**src/rtl/mdio_pkg.sv**
```systemverilog
package mdio_pkg;
  localparam int FRAME_BITS = 64;
  localparam int CNT_W      = $clog2(FRAME_BITS);
  localparam int TA_IDX     = 46;
  localparam int DATA_IDX   = 48;

  typedef struct packed {
    logic [4:0] phy;
    logic [4:0] regad;
    logic       wr;
  } cmd_t;

  function automatic logic [FRAME_BITS-1:0] build_frame(cmd_t c, logic [15:0] d);
    logic [1:0] op;
    logic [1:0] ta;
    op = c.wr ? 2'b01 : 2'b10;
    ta = c.wr ? 2'b10 : 2'b11;
    return {32'hffff_ffff, 2'b01, op, c.phy, c.regad, ta, d};
  endfunction
endpackage

```
**src/rtl/mdio_clk_div.sv**
```systemverilog
module mdio_clk_div #(
  parameter int HALF = 10
) (
  input  logic clk_i,
  input  logic rst_ni,
  input  logic en_i,
  output logic mdc_o,
  output logic rise_o,
  output logic fall_o
);
  localparam int CW = (HALF > 1) ? $clog2(HALF) : 1;
  localparam logic [CW-1:0] LAST = CW'(HALF - 1);

  logic [CW-1:0] cnt_q;
  logic          mdc_q;
  logic          wrap;

  assign wrap   = en_i && (cnt_q == LAST);
  assign rise_o = wrap && !mdc_q;
  assign fall_o = wrap && mdc_q;
  assign mdc_o  = mdc_q;

  always_ff @(posedge clk_i or negedge rst_ni) begin
    if (!rst_ni) begin
      cnt_q <= '0;
      mdc_q <= 1'b0;
    end else if (!en_i) begin
      cnt_q <= '0;
      mdc_q <= 1'b0;
    end else if (wrap) begin
      cnt_q <= '0;
      mdc_q <= ~mdc_q;
    end else begin
      cnt_q <= cnt_q + 1'b1;
    end
  end
endmodule

```
**src/rtl/mdio_frame_eng.sv**
```systemverilog
module mdio_frame_eng
  import mdio_pkg::*;
(
  input  logic                  clk_i,
  input  logic                  rst_ni,
  input  logic                  start_i,
  input  logic [FRAME_BITS-1:0] frame_i,
  input  logic                  wr_i,
  input  logic                  rise_i,
  input  logic                  fall_i,
  input  logic                  mdio_i,
  output logic                  busy_o,
  output logic                  done_o,
  output logic                  mdio_o,
  output logic                  oe_o,
  output logic [15:0]           rdata_o
);
  logic [FRAME_BITS-1:0] sh_q;
  logic [CNT_W-1:0]      bit_q;
  logic [CNT_W-1:0]      bit_nx;
  logic                  busy_q, oe_q, wr_q;
  logic [15:0]           cap_q;

  assign bit_nx  = bit_q + 1'b1;
  assign done_o  = busy_q && fall_i && (bit_q == CNT_W'(FRAME_BITS - 1));
  assign busy_o  = busy_q;
  assign mdio_o  = sh_q[FRAME_BITS-1];
  assign oe_o    = oe_q;
  assign rdata_o = cap_q;

  always_ff @(posedge clk_i or negedge rst_ni) begin
    if (!rst_ni) begin
      sh_q   <= '0;
      bit_q  <= '0;
      busy_q <= 1'b0;
      oe_q   <= 1'b0;
      wr_q   <= 1'b0;
      cap_q  <= '0;
    end else if (start_i && !busy_q) begin
      sh_q   <= frame_i;
      bit_q  <= '0;
      busy_q <= 1'b1;
      oe_q   <= 1'b1;
      wr_q   <= wr_i;
    end else if (busy_q) begin
      // sample just ahead of the MDC rising edge
      if (rise_i && !wr_q && bit_q >= CNT_W'(DATA_IDX))
        cap_q <= {cap_q[14:0], mdio_i};
      // advance on MDC falling edge, far from the sampling edge
      if (done_o) begin
        busy_q <= 1'b0;
        oe_q   <= 1'b0;
      end else if (fall_i) begin
        bit_q <= bit_nx;
        sh_q  <= {sh_q[FRAME_BITS-2:0], 1'b0};
        oe_q  <= wr_q || (bit_nx < CNT_W'(TA_IDX));
      end
    end
  end
endmodule

```
**src/rtl/mdio_master.sv**
```systemverilog
module mdio_master
  import mdio_pkg::*;
#(
  parameter int MDC_HALF = 10
) (
  input  logic        clk_i,
  input  logic        rst_ni,
  input  logic        reg_we_i,
  input  logic        reg_sel_i,
  input  logic [15:0] reg_wdata_i,
  output logic [15:0] cmd_rdata_o,
  output logic [15:0] data_rdata_o,
  output logic        mdc_o,
  output logic        mdio_o,
  output logic        mdio_oe_o,
  input  logic        mdio_i
);
  cmd_t        cmd_q, cmd_new;
  logic [15:0] data_q;
  logic        busy, done, rise, fall, launch;
  logic [15:0] cap;
  logic [FRAME_BITS-1:0] frame;

  assign cmd_new = '{phy: reg_wdata_i[15:11], regad: reg_wdata_i[10:6], wr: reg_wdata_i[1]};
  assign launch  = reg_we_i && !reg_sel_i && reg_wdata_i[0] && !busy;
  assign frame   = build_frame(cmd_new, data_q);

  always_ff @(posedge clk_i or negedge rst_ni) begin
    if (!rst_ni) begin
      cmd_q  <= '0;
      data_q <= '0;
    end else begin
      if (reg_we_i && !busy) begin
        if (reg_sel_i) data_q <= reg_wdata_i;
        else           cmd_q  <= cmd_new;
      end
      if (done && !cmd_q.wr) data_q <= cap;
    end
  end

  assign cmd_rdata_o  = {cmd_q.phy, cmd_q.regad, 4'b0000, cmd_q.wr, busy};
  assign data_rdata_o = data_q;

  mdio_clk_div #(.HALF(MDC_HALF)) u_div (
    .clk_i (clk_i),
    .rst_ni(rst_ni),
    .en_i  (busy),
    .mdc_o (mdc_o),
    .rise_o(rise),
    .fall_o(fall)
  );

  mdio_frame_eng u_eng (
    .clk_i  (clk_i),
    .rst_ni (rst_ni),
    .start_i(launch),
    .frame_i(frame),
    .wr_i   (cmd_new.wr),
    .rise_i (rise),
    .fall_i (fall),
    .mdio_i (mdio_i),
    .busy_o (busy),
    .done_o (done),
    .mdio_o (mdio_o),
    .oe_o   (mdio_oe_o),
    .rdata_o(cap)
  );
endmodule

```
**config.mk**
```make
export PLATFORM = sky130hd
export DESIGN_NAME = mdio_master
export DESIGN_NICKNAME = d
export VERILOG_FILES = /design/src/rtl/mdio_pkg.sv /design/src/rtl/mdio_clk_div.sv /design/src/rtl/mdio_frame_eng.sv /design/src/rtl/mdio_master.sv
export SDC_FILE = /design/constraint.sdc
export NUM_CORES = 1
export LEC_CHECK = 0
export ABC_AREA = 1
export BUFFER_PORTS_ARGS = -buffer_cell sky130_fd_sc_hd__buf_2
export CELL_PAD_IN_SITES_DETAIL_PLACEMENT = 1
export CELL_PAD_IN_SITES_GLOBAL_PLACEMENT = 2
export CORE_MARGIN = 2
export CORE_UTILIZATION = 36
export DETAILED_ROUTE_END_ITERATION = 10
export MAX_ROUTING_LAYER = met4
export PLACE_DENSITY = 0.85
export SLEW_MARGIN = 20
export SYNTH_ARGS = -nofsm -noshare
export SYNTH_HDL_FRONTEND = slang
export SYNTH_HIERARCHICAL = 1
export SYNTH_SLANG_ARGS = --single-unit
```
**constraint.sdc**
```tcl
create_clock -name clk_i -period 2.1 [get_ports clk_i]
set_input_delay 0.315 -clock clk_i [delete_from_list [all_inputs] [get_ports clk_i]]
set_output_delay 0.315 -clock clk_i [all_outputs]
set_load 0.03 [all_outputs]
```
# Word level (Yosys, flattened, before mapping)
# Index checks and enable logic that the tools add are counted.
# word_totals
input_bits	21
word_cells	76
ff_bits	121
# classes
n_eq_ne	4
reduce_logical	29
n_lt_le_gt_ge	2
mux	24
bitwise_logic	3
n_addsub	2
# op_table
cell	count
64-bit two-way mux	4
16-bit two-way mux	3
6-bit two-way mux	4
1-bit logical AND	13
1-bit two-way mux	10
4-bit two-way mux	2
2-bit nonzero test	4
6-bit by 1-bit adder with 6-bit output (second input constant)	1
6-bit equality test (second input constant)	1
6-bit greater-or-equal comparator (second input constant)	1
6-bit less-than comparator (second input constant)	1
2-bit AND reduction	3
3-bit AND reduction	2
1-bit logical NOT	5
4-bit by 1-bit adder with 4-bit output (second input constant)	1
4-bit equality test (second input constant)	1
1-bit inverter	3
3-bit nonzero test	1
2-bit two-way mux	1
2-bit by 1-bit inequality test with 1-bit output (second input constant)	1
2-bit inequality test (second input constant)	1
1-bit logical OR	1

# Longest topological paths before layout
# Gate-level depths: netlist (run 1).
# depth
depth_word	8
mapped_depth	13
mapped_depth_nobuf	11

# Cells and area by module
# Netlist (run 1), hierarchy kept.
# modules_own_cells
module	area_each_um2	instances	cells_per_inst
mdio_frame_eng	4028.9	1	472
mdio_master	1521.5	1	197
mdio_clk_div	246.5	1	27

# Least setup slack after synthesis (run 1)
# No wires, ideal clock.
# synth_timing
kind	flip-flop to flip-flop
from	register u_div.cnt_q[1]
to	register data_q[3], in the netlist data_rdata_o[3]
arrival_time_ps	1729
path_slack_ps	254
setup_ps	116
synth_period_minus_slack_ps	1846
required_ps	1984
stages_incl_launch_ff	14
path_cell_list	dfrtp_1 inv_1 ha_1 nand4_1 nor2_1 nand2_1 nor3_1 buf_4 nand2_4 buf_4 nand2_1 nand2_1 nand2_1 nand2_1
# synth_between
elab_chain_len	8
elab_cells_between_ends	10
# synth_lines
element	line	source
from (decl)	mdio_clk_div.sv:14	logic [CW-1:0] cnt_q;
from (signal assigned)	mdio_clk_div.sv:34	cnt_q <= cnt_q + 1'b1;
4-bit equality test (*)	mdio_clk_div.sv:18	assign wrap = en_i && (cnt_q == LAST);
1-bit logical AND (*)	mdio_clk_div.sv:18	
1-bit logical AND (*)	mdio_clk_div.sv:20	assign fall_o = wrap && mdc_q;
named net fall	mdio_master.sv:20	logic busy, done, rise, fall, launch;
1-bit logical AND (*) (2 in a row)	mdio_frame_eng.sv:25	assign done_o = busy_q && fall_i && (bit_q == CNT_W'(FRAME_BITS - 1));
named net done	mdio_master.sv:20	
1-bit logical AND (*)	mdio_master.sv:37	if (done && !cmd_q.wr) data_q <= cap;
2-bit nonzero test (no source line)	n/a	
2-bit AND reduction (no source line)	n/a	
to (signal assigned)	mdio_master.sv:34	if (reg_sel_i) data_q <= reg_wdata_i;
to (signal assigned)	mdio_master.sv:37	
to (decl)	mdio_master.sv:19	logic [15:0] data_q;
# The timed path passes the listed nets; every way through them passes the cells marked *.
# A chain may end at the register's enable or synchronous reset.

# Final worst setup path (run 1)
# layout_timing
from	register u_div.cnt_q[1]
to	register data_q[13], in the netlist data_rdata_o[13]
# The elaborated chain is that of the path after synthesis.

==> impl_metrics.env, run 1 <==
export IMPL_ys_async_sr_fraction_pct=100.0
export IMPL_n_antenna_cell=0
export IMPL_share_comb_of_total_power_pct=16.0
export IMPL_powerDensity_nw_per_um2=1014
export IMPL_swShare_pct=29.20
export IMPL_setup_violations_final=0
export IMPL_r2r_start="u_div/cnt_q[1]"
export IMPL_ff2ff_setup_slack_ns=0.13
export IMPL_synth_edf_count=0
export IMPL_arrival_ns=2.32
export IMPL_start_kind="flop"
export IMPL_synthTopCellsByArea="dfrtp_1 (52%), nand2_1 (15%), nand3_1 (14%)"
export IMPL_min_period_ns=1.971
export IMPL_cts_max_level=4
export IMPL_chipHeight_um=130.9
export IMPL_p_int_mw=4.943
export IMPL_syn_avg_cell_area_um2=8.329
export IMPL_first_iter_violations=252
export IMPL_cap_violations=0
export IMPL_num_io_pins=56
export IMPL_place_congestion=0.8308
export IMPL_port_buffer_count=51
export IMPL_path_class="reg2reg"
export IMPL_drc=0
export IMPL_fp_row_count=46
export IMPL_fillerInstances=1917
export IMPL_fin_tns_setup_ns=0
export IMPL_antenna_found_initial=0
export IMPL_grt_util_all_layers_pct=19.40
export IMPL_drive_gt1_share_pct=15.37
export IMPL_die_w_um=130.9
export IMPL_fp_dieArea_um2=17130
export IMPL_numCtsBuffers=17
export IMPL_vias=4863
export IMPL_root_buffer="clkbuf_16"
export IMPL_grt_pass1_wl_mm=25.06
export IMPL_synthDistinctLibCells=29
export IMPL_hold_class="in2reg"
export IMPL_clock_skew_ns=0.004882
export IMPL_status="finished clean"
export IMPL_drv_slew=0
export IMPL_r2r_cells=12
export IMPL_cp_endpoint="data_rdata_o[13]"
export IMPL_coreArea_um2=15830
export IMPL_wl_per_cell_um=15.57
export IMPL_clkSlewWorstSetupHoldPaths_ns=0.05
export IMPL_cts_sinks=121
export IMPL_ant_nets=0
export IMPL_pwr_share_seq_pct=42.0
export IMPL_finalHoldViolCount=0
export IMPL_fmax_ghz=0.5074
export IMPL_synth_top_cell_area_share_pct=52.23
export IMPL_cts_tree="done"
export IMPL_synthesis_area_um2=5797
export IMPL_syn_inst=696
export IMPL_overflow=0
export IMPL_power_switching_mw=2.039
export IMPL_peakVddDrop_v=0.0006698
export IMPL_cp_required_ns=2.45
export IMPL_start_util_pct=36.62
export IMPL_synth_top_flop_cell="dfrtp_1"
export IMPL_synth_seq_cells=121
export IMPL_viasPerCell=4.912
export IMPL_grt_pass1_vias=4961
export IMPL_yosysMostFrequentCell="nand2_1"
export IMPL_endpoint_kind="flop"
export IMPL_pre_cts_ws_ns=-0.1149
export IMPL_critPathLaunch="u_div/cnt_q[1]"
export IMPL_synth_top_cell_by_area="dfrtp_1"
export IMPL_grt_max_degree=64
export IMPL_clk_path_buf_depth=2
export IMPL_ys_top_cells_by_count="nand2_1 (230), nand3_1 (161), dfrtp_1 (121)"
export IMPL_hpwl_mm=10.11
export IMPL_p_leak_nw=3.558
export IMPL_drt_first_pass_iters=4
export IMPL_p_clk_share_pct=42.0
export IMPL_period_share_pct=93.85
export IMPL_worstPathMaxFanout=17
export IMPL_setup_ws_ns=0.1291
export IMPL_totalWireLength_mm=15.41
export IMPL_clk_latency_ns=0.41
export IMPL_yosys_warnings=6
export IMPL_r2r_end="data_rdata_o[13]"
export IMPL_syn_to_final_growth_pct=18.74
export IMPL_nets=785
export IMPL_ys_seq_area_share_pct=52.23
[power groups by stage]
stage / clock, mW / combinational [mW] / sequential, mW
final: 2.93 / 1.11 / 2.93
after detailed placement: 0 / 1.11 / 2.97
after global routing: 3.10 / 1.25 / 2.97
after CTS: 3.01 / 1.12 / 2.93
after global placement: 0 / 1.06 / 2.95
after floorplan: 0 / 0.764 / 2.99
[metrics by stage]
| step | cell area (um2) | hold slack [ns] | power [mW] | std cells | util, % |
|---|---|---|---|---|---|
| 2_1_floorplan | 5936 | 0.01941 | 3.750 | 733 | - |
| 3_3_place_gp | 6181 | 0.3177 | 4.012 | 953 | 39.05 |
| 3_5_place_dp | 6181 | 0.3192 | 4.079 | 953 | 39.05 |
| 4_1_cts | 6820 | 0.1451 | 7.065 | 987 | 43.09 |
| 5_1_grt | 6883 | 0.1755 | 7.323 | 990 | 43.49 |
| 6_report | 6883 | 0.1602 | 6.982 | 990 | 43.49 |
[critical path, stage by stage (launching register included)]
cell	delay (ns)
dfrtp_1	0.39
inv_1	0.07
ha_2	0.19
nand4_1	0.16
nor2_2	0.15
nand2_2	0.09
nor3_4	0.22
buf_12	0.16
buf_12	0.14
nand3_1	0.12
nand2_1	0.11
nand2_1	0.05
nand2_1	0.05
[worst min path at each step]
| stage | startpoint | to | slack, ns | cells past startpoint |
|---|---|---|---|---|
| after floorplan | rst_ni | cmd_rdata_o[10] | 0.02 | 0 |
| after global placement | rst_ni | u_eng/bit_q[1] | 0.32 | 1 |
| after detailed placement | rst_ni | u_eng/bit_q[1] | 0.32 | 1 |
| after CTS | mdio_i | u_eng/rdata_o[0] | 0.15 | 3 |
| after global routing | mdio_i | u_eng/rdata_o[0] | 0.18 | 3 |
| final | mdio_i | u_eng/rdata_o[0] | 0.16 | 3 |
[repair_timing]
item / in CTS / in global routing
endpoints found under the hold margin: 28 / 0
endpoints found under the setup margin: 72 / 80
gates resized for setup: 4 / 8
cloned: 1 / 1
buffers inserted: 0 / 2
pin swaps: 2 / 4
hold buffers: 1 / 0
[kinds of logic (layout without fill, tap and decap cells)]
group	after synthesis	after routing	synth area share, %
other	2	39	0.1296
XOR/XNOR	1	1	0.1511
adder cells (fa/ha/maj)	3	3	0.6476
flip-flops	121	121	52.23
buffers and inverters	99	138	10.36
AND/OR/NAND/NOR	429	431	32.61
AO/OA/AOI/OAI	41	41	3.864
[flip-flops by register name, indices dropped and copies added (netlist names)]
signal,flops
u_eng/sh_q,64
data_rdata_o,16
u_eng/rdata_o,16
cmd_rdata_o,11
u_eng/bit_q,6
u_div/cnt_q,4
u_div/mdc_o,1
u_eng/busy_o,1
u_eng/oe_o,1
u_eng/wr_q,1
[metal layers]
metal	wire (um)	up-vias	share of wire, %	track usage (%)
li1	-	2331	-	-
met1	7196	2461	47	25.36
met2	7645	55	50	31.07
met3	372	16	2.4	3.257
met4	197	0	1.3	5.945
met5	0	-	0	-
[final cells by class]
cell class | instances | area [um2] | share of cell area [%]
clock inverter | 8 | 90.09 | 1.309
multi-input combinational | 515 | 2357 | 34.25
inverter | 38 | 150.1 | 2.181
tap | 216 | 270.3 | 3.927
sequential | 121 | 3028 | 43.99
timing repair buffer | 68 | 475.5 | 6.908
clock buffer | 24 | 511.7 | 7.435
[cell usage in the layout, fill, tap and decap left out, types with 2 or more instances in the layout]
| cell type | Yosys | layout |
|---|---|---|
| ha_1 | 3 | 2 |
| clkinv_2 | 0 | 6 |
| nand4_1 | 2 | 2 |
| inv_1 | 34 | 33 |
| nand3_1 | 161 | 161 |
| conb_1 | 2 | 39 |
| nor3_1 | 3 | 2 |
| clkbuf_16 | 0 | 17 |
| bufinv_16 | 0 | 2 |
| o21ai_0 | 17 | 17 |
| inv_2 | 3 | 4 |
| clkbuf_8 | 0 | 6 |
| nand3_2 | 2 | 2 |
| o22ai_1 | 2 | 2 |
| o21ai_1 | 12 | 12 |
| a21oi_1 | 8 | 8 |
| dfrtp_1 | 121 | 121 |
| nand2_1 | 230 | 229 |
| nand2_2 | 2 | 3 |
| nand2_4 | 3 | 4 |
| buf_2 | 10 | 50 |
| buf_4 | 23 | 10 |
| buf_12 | 0 | 7 |
| nor2_1 | 24 | 23 |
Power figures use the tool's default switching activity.
==> run 2: changes to the inputs <==
BUFFER_PORTS_ARGS = not set   (was -buffer_cell sky130_fd_sc_hd__buf_2)
CORE_UTILIZATION = 38   (was 36)
DONT_BUFFER_PORTS = 1   (was not set)
PLACE_DENSITY = 0.84   (was 0.85)
==> run 2 against run 1 <==
  * The run now ends with negative hold slack left
  * Cell count fell by 8.0%
  * Count of clock-buffer cells in the layout decreased by 6
  * Sequential share of layout area grew 1.3 points
  * Die area down 5.1%
  * Non-clock buffer count fell by 50
  * Highest routed layer unchanged
==> impl_metrics.env, run 2 (same netlist as run 1, synthesis figures left out) <==
export IMPL_slew_headroom_pct=64.79
export IMPL_clk_latency_ns=0.43
export IMPL_period_share_pct=93.54
export IMPL_hold_class="in2async"
export IMPL_drv_slew=0
export IMPL_cap_violations=0
export IMPL_violations="negative hold slack"
export IMPL_cpMostUsedCell="nand3_1"
export IMPL_chipHeight_um=127.5
export IMPL_grt_util_all_layers_pct=20.51
export IMPL_die_w_um=127.5
export IMPL_start_kind="flop"
export IMPL_setup_ws_ns=0.1357
export IMPL_arrival_ns=2.32
export IMPL_grt_pass1_vias=4948
export IMPL_grt_max_degree=122
export IMPL_start_util_pct=38.56
export IMPL_powerDensity_nw_per_um2=1105
export IMPL_place_congestion=0.8369
export IMPL_port_buffer_count=0
export IMPL_p_total_mw=7.393
export IMPL_cts_max_level=4
export IMPL_totalWireLength_mm=15.60
export IMPL_fmax_ghz=0.5091
export IMPL_pre_cts_ws_ns=-0.01736
export IMPL_root_buffer="clkbuf_16"
export IMPL_hpwl_mm=9.294
export IMPL_top_register="u_eng/sh_q"
export IMPL_cp_slowest_stage_delay_ns=0.39
export IMPL_vias=4643
export IMPL_rsz0062_at_grt="yes"
export IMPL_coreArea_um2=15030
export IMPL_dpl_cell_area_um2=5856
export IMPL_syn_to_final_growth_pct=15.45
export IMPL_min_period_ns=1.964
export IMPL_finalHoldViolCount=121
export IMPL_num_io_pins=56
export IMPL_path_class="reg2reg"
export IMPL_placedCellCount=873
export IMPL_drt_first_pass_iters=5
export IMPL_cp_required_ns=2.46
export IMPL_ant_nets=0
export IMPL_n_antenna_cell=0
export IMPL_p_leak_nw=3.376
export IMPL_antenna_found_initial=0
export IMPL_worst_slew_pin_slew_ns=0.5282
export IMPL_first_iter_violations=331
export IMPL_nets=734
export IMPL_crit_chain="inv_1, ha_1, nand4_1, nor2_1, nand2_1, o21bai_4, inv_4, clkbuf_16, nand3_1, nand3_1"
export IMPL_grt_pass1_wl_mm=25.45
export IMPL_cp_slowest_cell="dfrtp_1"
export IMPL_clk_path_buf_depth=2
export IMPL_viasPerCell=5.097
export IMPL_clock_skew_ns=0.01332
export IMPL_clkSlewWorstSetupHoldPaths_ns=0.06
export IMPL_numCtsBuffers=17
export IMPL_cts_tree="done"
export IMPL_fp_dieArea_um2=16260
export IMPL_ctsHoldBuffers=2
export IMPL_peakVddDrop_v=0.0008372
export IMPL_worstPathMaxFanout=25
export IMPL_setup_violations_final=0
export IMPL_fin_cells=911
export IMPL_drc=0
export IMPL_endpoint_kind="flop"
export IMPL_hold_ws_ns=-0.4171
export IMPL_layout_common_cells="nand2_1 (230), nand3_1 (161), dfrtp_1 (121)"
export IMPL_overflow=0
export IMPL_fp_row_count=45
export IMPL_largest_register_ffs=64
export IMPL_wl_per_cell_um=17.13
export IMPL_postLayoutCellArea_um2=6693
export IMPL_layout_commonest_cell="nand2_1"
export IMPL_cts_sinks=121
export IMPL_status="finished with violations"
export IMPL_drive_gt1_share_pct=8.990
==> run 2: cell types whose count changed in the layout (fill, tap and decap cells not counted), sizes merged <==
cell	delta
buf	-53
bufinv	+5
clkbuf	-4
clkinvlp	+1
dlygate4sd3	+1
nand2	-1
==> run 2: area by class of cell <==
type,instances,area [um2]
inverter,38,161.4
fill,1803,8341
sequential,121,3028
multi-input combinational,514,2338
clock buffer,18,439.2
clock inverter,14,270.3
tap,188,235.2
timing repair buffer,18,220.2
==> run 2: timing repair <==
action | 4_1_cts | 5_1_grt
buffers inserted | 0 | 1
pin swaps | 0 | 1
endpoints found under the hold margin | 123 | 121
cloned | 0 | 3
setup endpoints to repair | 34 | 77
resized for setup | 2 | 8
==> run 2: where the power goes <==
| part | switching (mW) | internal (mW) |
|---|---|---|
| Sequential | 0.504 | 2.67 |
| Combinational | 0.439 | 0.254 |
| Clock | 1.14 | 2.39 |
| Total | 2.08 | 5.31 |
==> run 2: worst paths after layout <==
check,start,endpoint,slack [ns],depth (start not counted)
setup reg to reg,u_div/cnt_q[1],u_eng/sh_q[38],0.14,10
setup / recovery,u_div/cnt_q[1],u_eng/sh_q[38],0.14,10
max in group asynchronous,rst_ni,u_eng/sh_q[48],2.33,0
hold reg to reg,u_eng/sh_q[50],u_eng/sh_q[50],0.49,2
hold / removal,rst_ni,u_eng/bit_q[2],-0.42,0
min in group clk_i,reg_wdata_i[8],cmd_rdata_o[8],0.02,2
==> run 2: stage by stage <==
step                 TNS, ns  utilization (%)
floorplan                  0                -
global placement           0            38.95
detailed placement  -0.05960            38.95
CTS                        0            43.88
global route        -0.01941            44.52
finish                     0            44.52
==> run 2: metal layers <==
metal	vias up	GRT usage (%)	share of wire (%)
met1	2336	26.24	45
met2	67	31.33	49
met4	0	7.369	1.5
li1	2223	-	-
met5	-	-	0
met3	17	5.737	4.1
==> run 2: critical path, delay by kind of cell, from the launching register on <==
| kind | cells | cell delay, ns |
|---|---|---|
| DFF | 1 | 0.39 |
| adders and majority gates | 1 | 0.17 |
| AOI/OAI and AO/OA | 1 | 0.26 |
| and+or+nand+nor | 5 | 0.64 |
| buffers and inverters | 3 | 0.43 |
==> run 3: changes to the inputs <==
PLACE_DENSITY = not set   (was 0.84)
PLACE_DENSITY_LB_ADDON = 0.1   (was not set)
==> run 3 against run 2 <==
  * The run still ends with negative hold slack left
  * Via count shrank 1.7%
  * Count of clock-buffer cells in the layout grew 5
  * Die area unchanged
  * Maximum frequency rose by 0.63%
  * Highest routed layer unchanged
  * Critical path depth grew 2
  * Sequential share of layout area grew 1.0 points
  * Cell count unchanged
  * Register-to-register slack barely moved
  * Final area is 2.2% lower
  * Routed wire length down 2.4%
  * Global-route usage up 0.25 points
  * Largest cell class unchanged
==> impl_metrics.env, run 3 (same netlist as run 1, synthesis figures left out) <==
export IMPL_setup_ws_ns=0.1481
export IMPL_vias=4563
export IMPL_drc=0
export IMPL_p_leak_nw=3.304
export IMPL_clk_latency_ns=0.42
export IMPL_multi_input_area_um2=2364
export IMPL_grt_max_degree=122
export IMPL_num_io_pins=56
export IMPL_hold_ws_ns=-0.4086
export IMPL_path_class="reg2reg"
export IMPL_critPathLaunch="u_div/cnt_q[1]"
export IMPL_first_iter_violations=288
export IMPL_antenna_found_initial=0
export IMPL_root_buffer="clkbuf_16"
export IMPL_clock_skew_ns=0.01000
export IMPL_grt_pass1_wl_mm=25.44
export IMPL_cp_required_ns=2.40
export IMPL_hold_class="in2async"
export IMPL_grt_pass1_vias=4901
export IMPL_endpoint_kind="flop"
export IMPL_peakVddDrop_v=0.0006165
export IMPL_drive_gt1_share_pct=9.267
export IMPL_syn_to_final_growth_pct=12.91
export IMPL_layout_commonest_cell="nand2_1"
export IMPL_start_util_pct=38.56
export IMPL_min_period_ns=1.952
export IMPL_finalHoldViolCount=121
export IMPL_top_register="u_eng/sh_q"
export IMPL_port_buffer_count=0
export IMPL_rsz0062_at_grt="yes"
export IMPL_cts_tree="done"
export IMPL_final_seq_area_um2=3028
export IMPL_fmax_ghz=0.5123
export IMPL_cts_max_level=4
export IMPL_start_kind="flop"
export IMPL_coreArea_um2=15030
export IMPL_powerDensity_nw_per_um2=1026
export IMPL_clkSlewWorstSetupHoldPaths_ns=0.05
export IMPL_ant_nets=0
export IMPL_violations="negative hold slack"
export IMPL_arrival_ns=2.26
export IMPL_status="finished with violations"
export IMPL_viasPerCell=5.009
export IMPL_r2r_start="u_div/cnt_q[1]"
export IMPL_grt_util_all_layers_pct=20.76
export IMPL_hpwl_mm=9.435
export IMPL_period_share_pct=92.95
export IMPL_cap_violations=0
export IMPL_nets=735
export IMPL_fillerInstances=1782
export IMPL_totalWireLength_mm=15.24
export IMPL_overflow=0
export IMPL_die_w_um=127.5
export IMPL_setup_violations_final=0
export IMPL_clk_path_buf_depth=2
export IMPL_drt_first_pass_iters=4
export IMPL_drv_slew=0
export IMPL_chipHeight_um=127.5
export IMPL_fp_row_count=45
export IMPL_worstPathMaxFanout=8
export IMPL_n_antenna_cell=0
export IMPL_p_total_mw=6.714
export IMPL_cts_sinks=121
export IMPL_wl_per_cell_um=16.73
export IMPL_place_congestion=0.7619
export IMPL_numCtsBuffers=17
export IMPL_layout_common_cells="nand2_1 (229), nand3_1 (160), dfrtp_1 (121)"
export IMPL_fp_dieArea_um2=16260
export IMPL_pre_cts_ws_ns=-0.1424
export IMPL_largest_register_ffs=64
run 3: path summary, 6_finish.rpt:
path	to	cells past startpoint	slack [ns]
worst max-delay path	data_rdata_o[13]	12	0.15
worst min-delay path	u_eng/sh_q[54]	0	-0.41
worst max register to register	data_rdata_o[13]	12	0.15
worst min register to register	u_eng/sh_q[16]	2	0.48
max in group asynchronous	u_eng/sh_q[6]	0	2.34
min in group clk_i	cmd_rdata_o[8]	2	0.03
run 3: timing repair:
item | in CTS | in global routing
setup endpoints to repair | 79 | 79
setup buffers | 0 | 2
pin swaps | 2 | 4
cloned | 1 | 1
hold endpoints to repair | 121 | 121
gates resized for setup | 4 | 11
run 3: final cells by class:
class / instances / area share, %
sequential: 121 / 46.26
multi-input combinational: 515 / 36.11
clock buffer: 23 / 7.303
tap: 188 / 3.594
timing repair buffer: 18 / 2.810
inverter: 38 / 2.466
clock inverter: 8 / 1.453
run 3: power by group:
group          leakage, nW  internal, mW  total (mW)  switching, mW
logic                 1.46         0.253       0.687          0.433
clock network        0.279          1.82        2.86           1.04
registers             1.57          2.67        3.16          0.492
total                 3.30          4.75        6.71           1.96
run 3: stage by stage:
step | util (%) | hold slack, ns | TNS [ns] | instances | instance area [um2]
final | 43.54 | -0.4086 | 0 | 911 | 6545
after global routing | 43.54 | -0.4224 | -0.03379 | 911 | 6545
after CTS | 43.10 | -0.4269 | 0 | 908 | 6480
after detailed placement | 39.10 | 0.02345 | -2.907 | 876 | 5878
after global placement | 39.10 | 0.02361 | -0.2220 | 876 | 5878
after floorplan | - | 0.01941 | 0 | 733 | 5936
run 3: metal layers:
metal  vias up  track usage [%]  part of all wire [%]
met1      2268            26.09                    47
met4         0            7.951                   1.3
li1       2229                -                     -
met3        17            3.769                   3.0
met2        49            33.53                    49
met5         -                -                     0
run 3: critical path, stage by stage, from the launching register on:
cell	delay, ns
dfrtp_1	0.40
inv_1	0.07
ha_2	0.18
nand4_1	0.13
nor2_1	0.17
nand2_2	0.10
nor3_4	0.20
buf_6	0.15
nand2_2	0.17
nand2_1	0.11
nand2_1	0.05
nand2_1	0.06
nand2_1	0.05
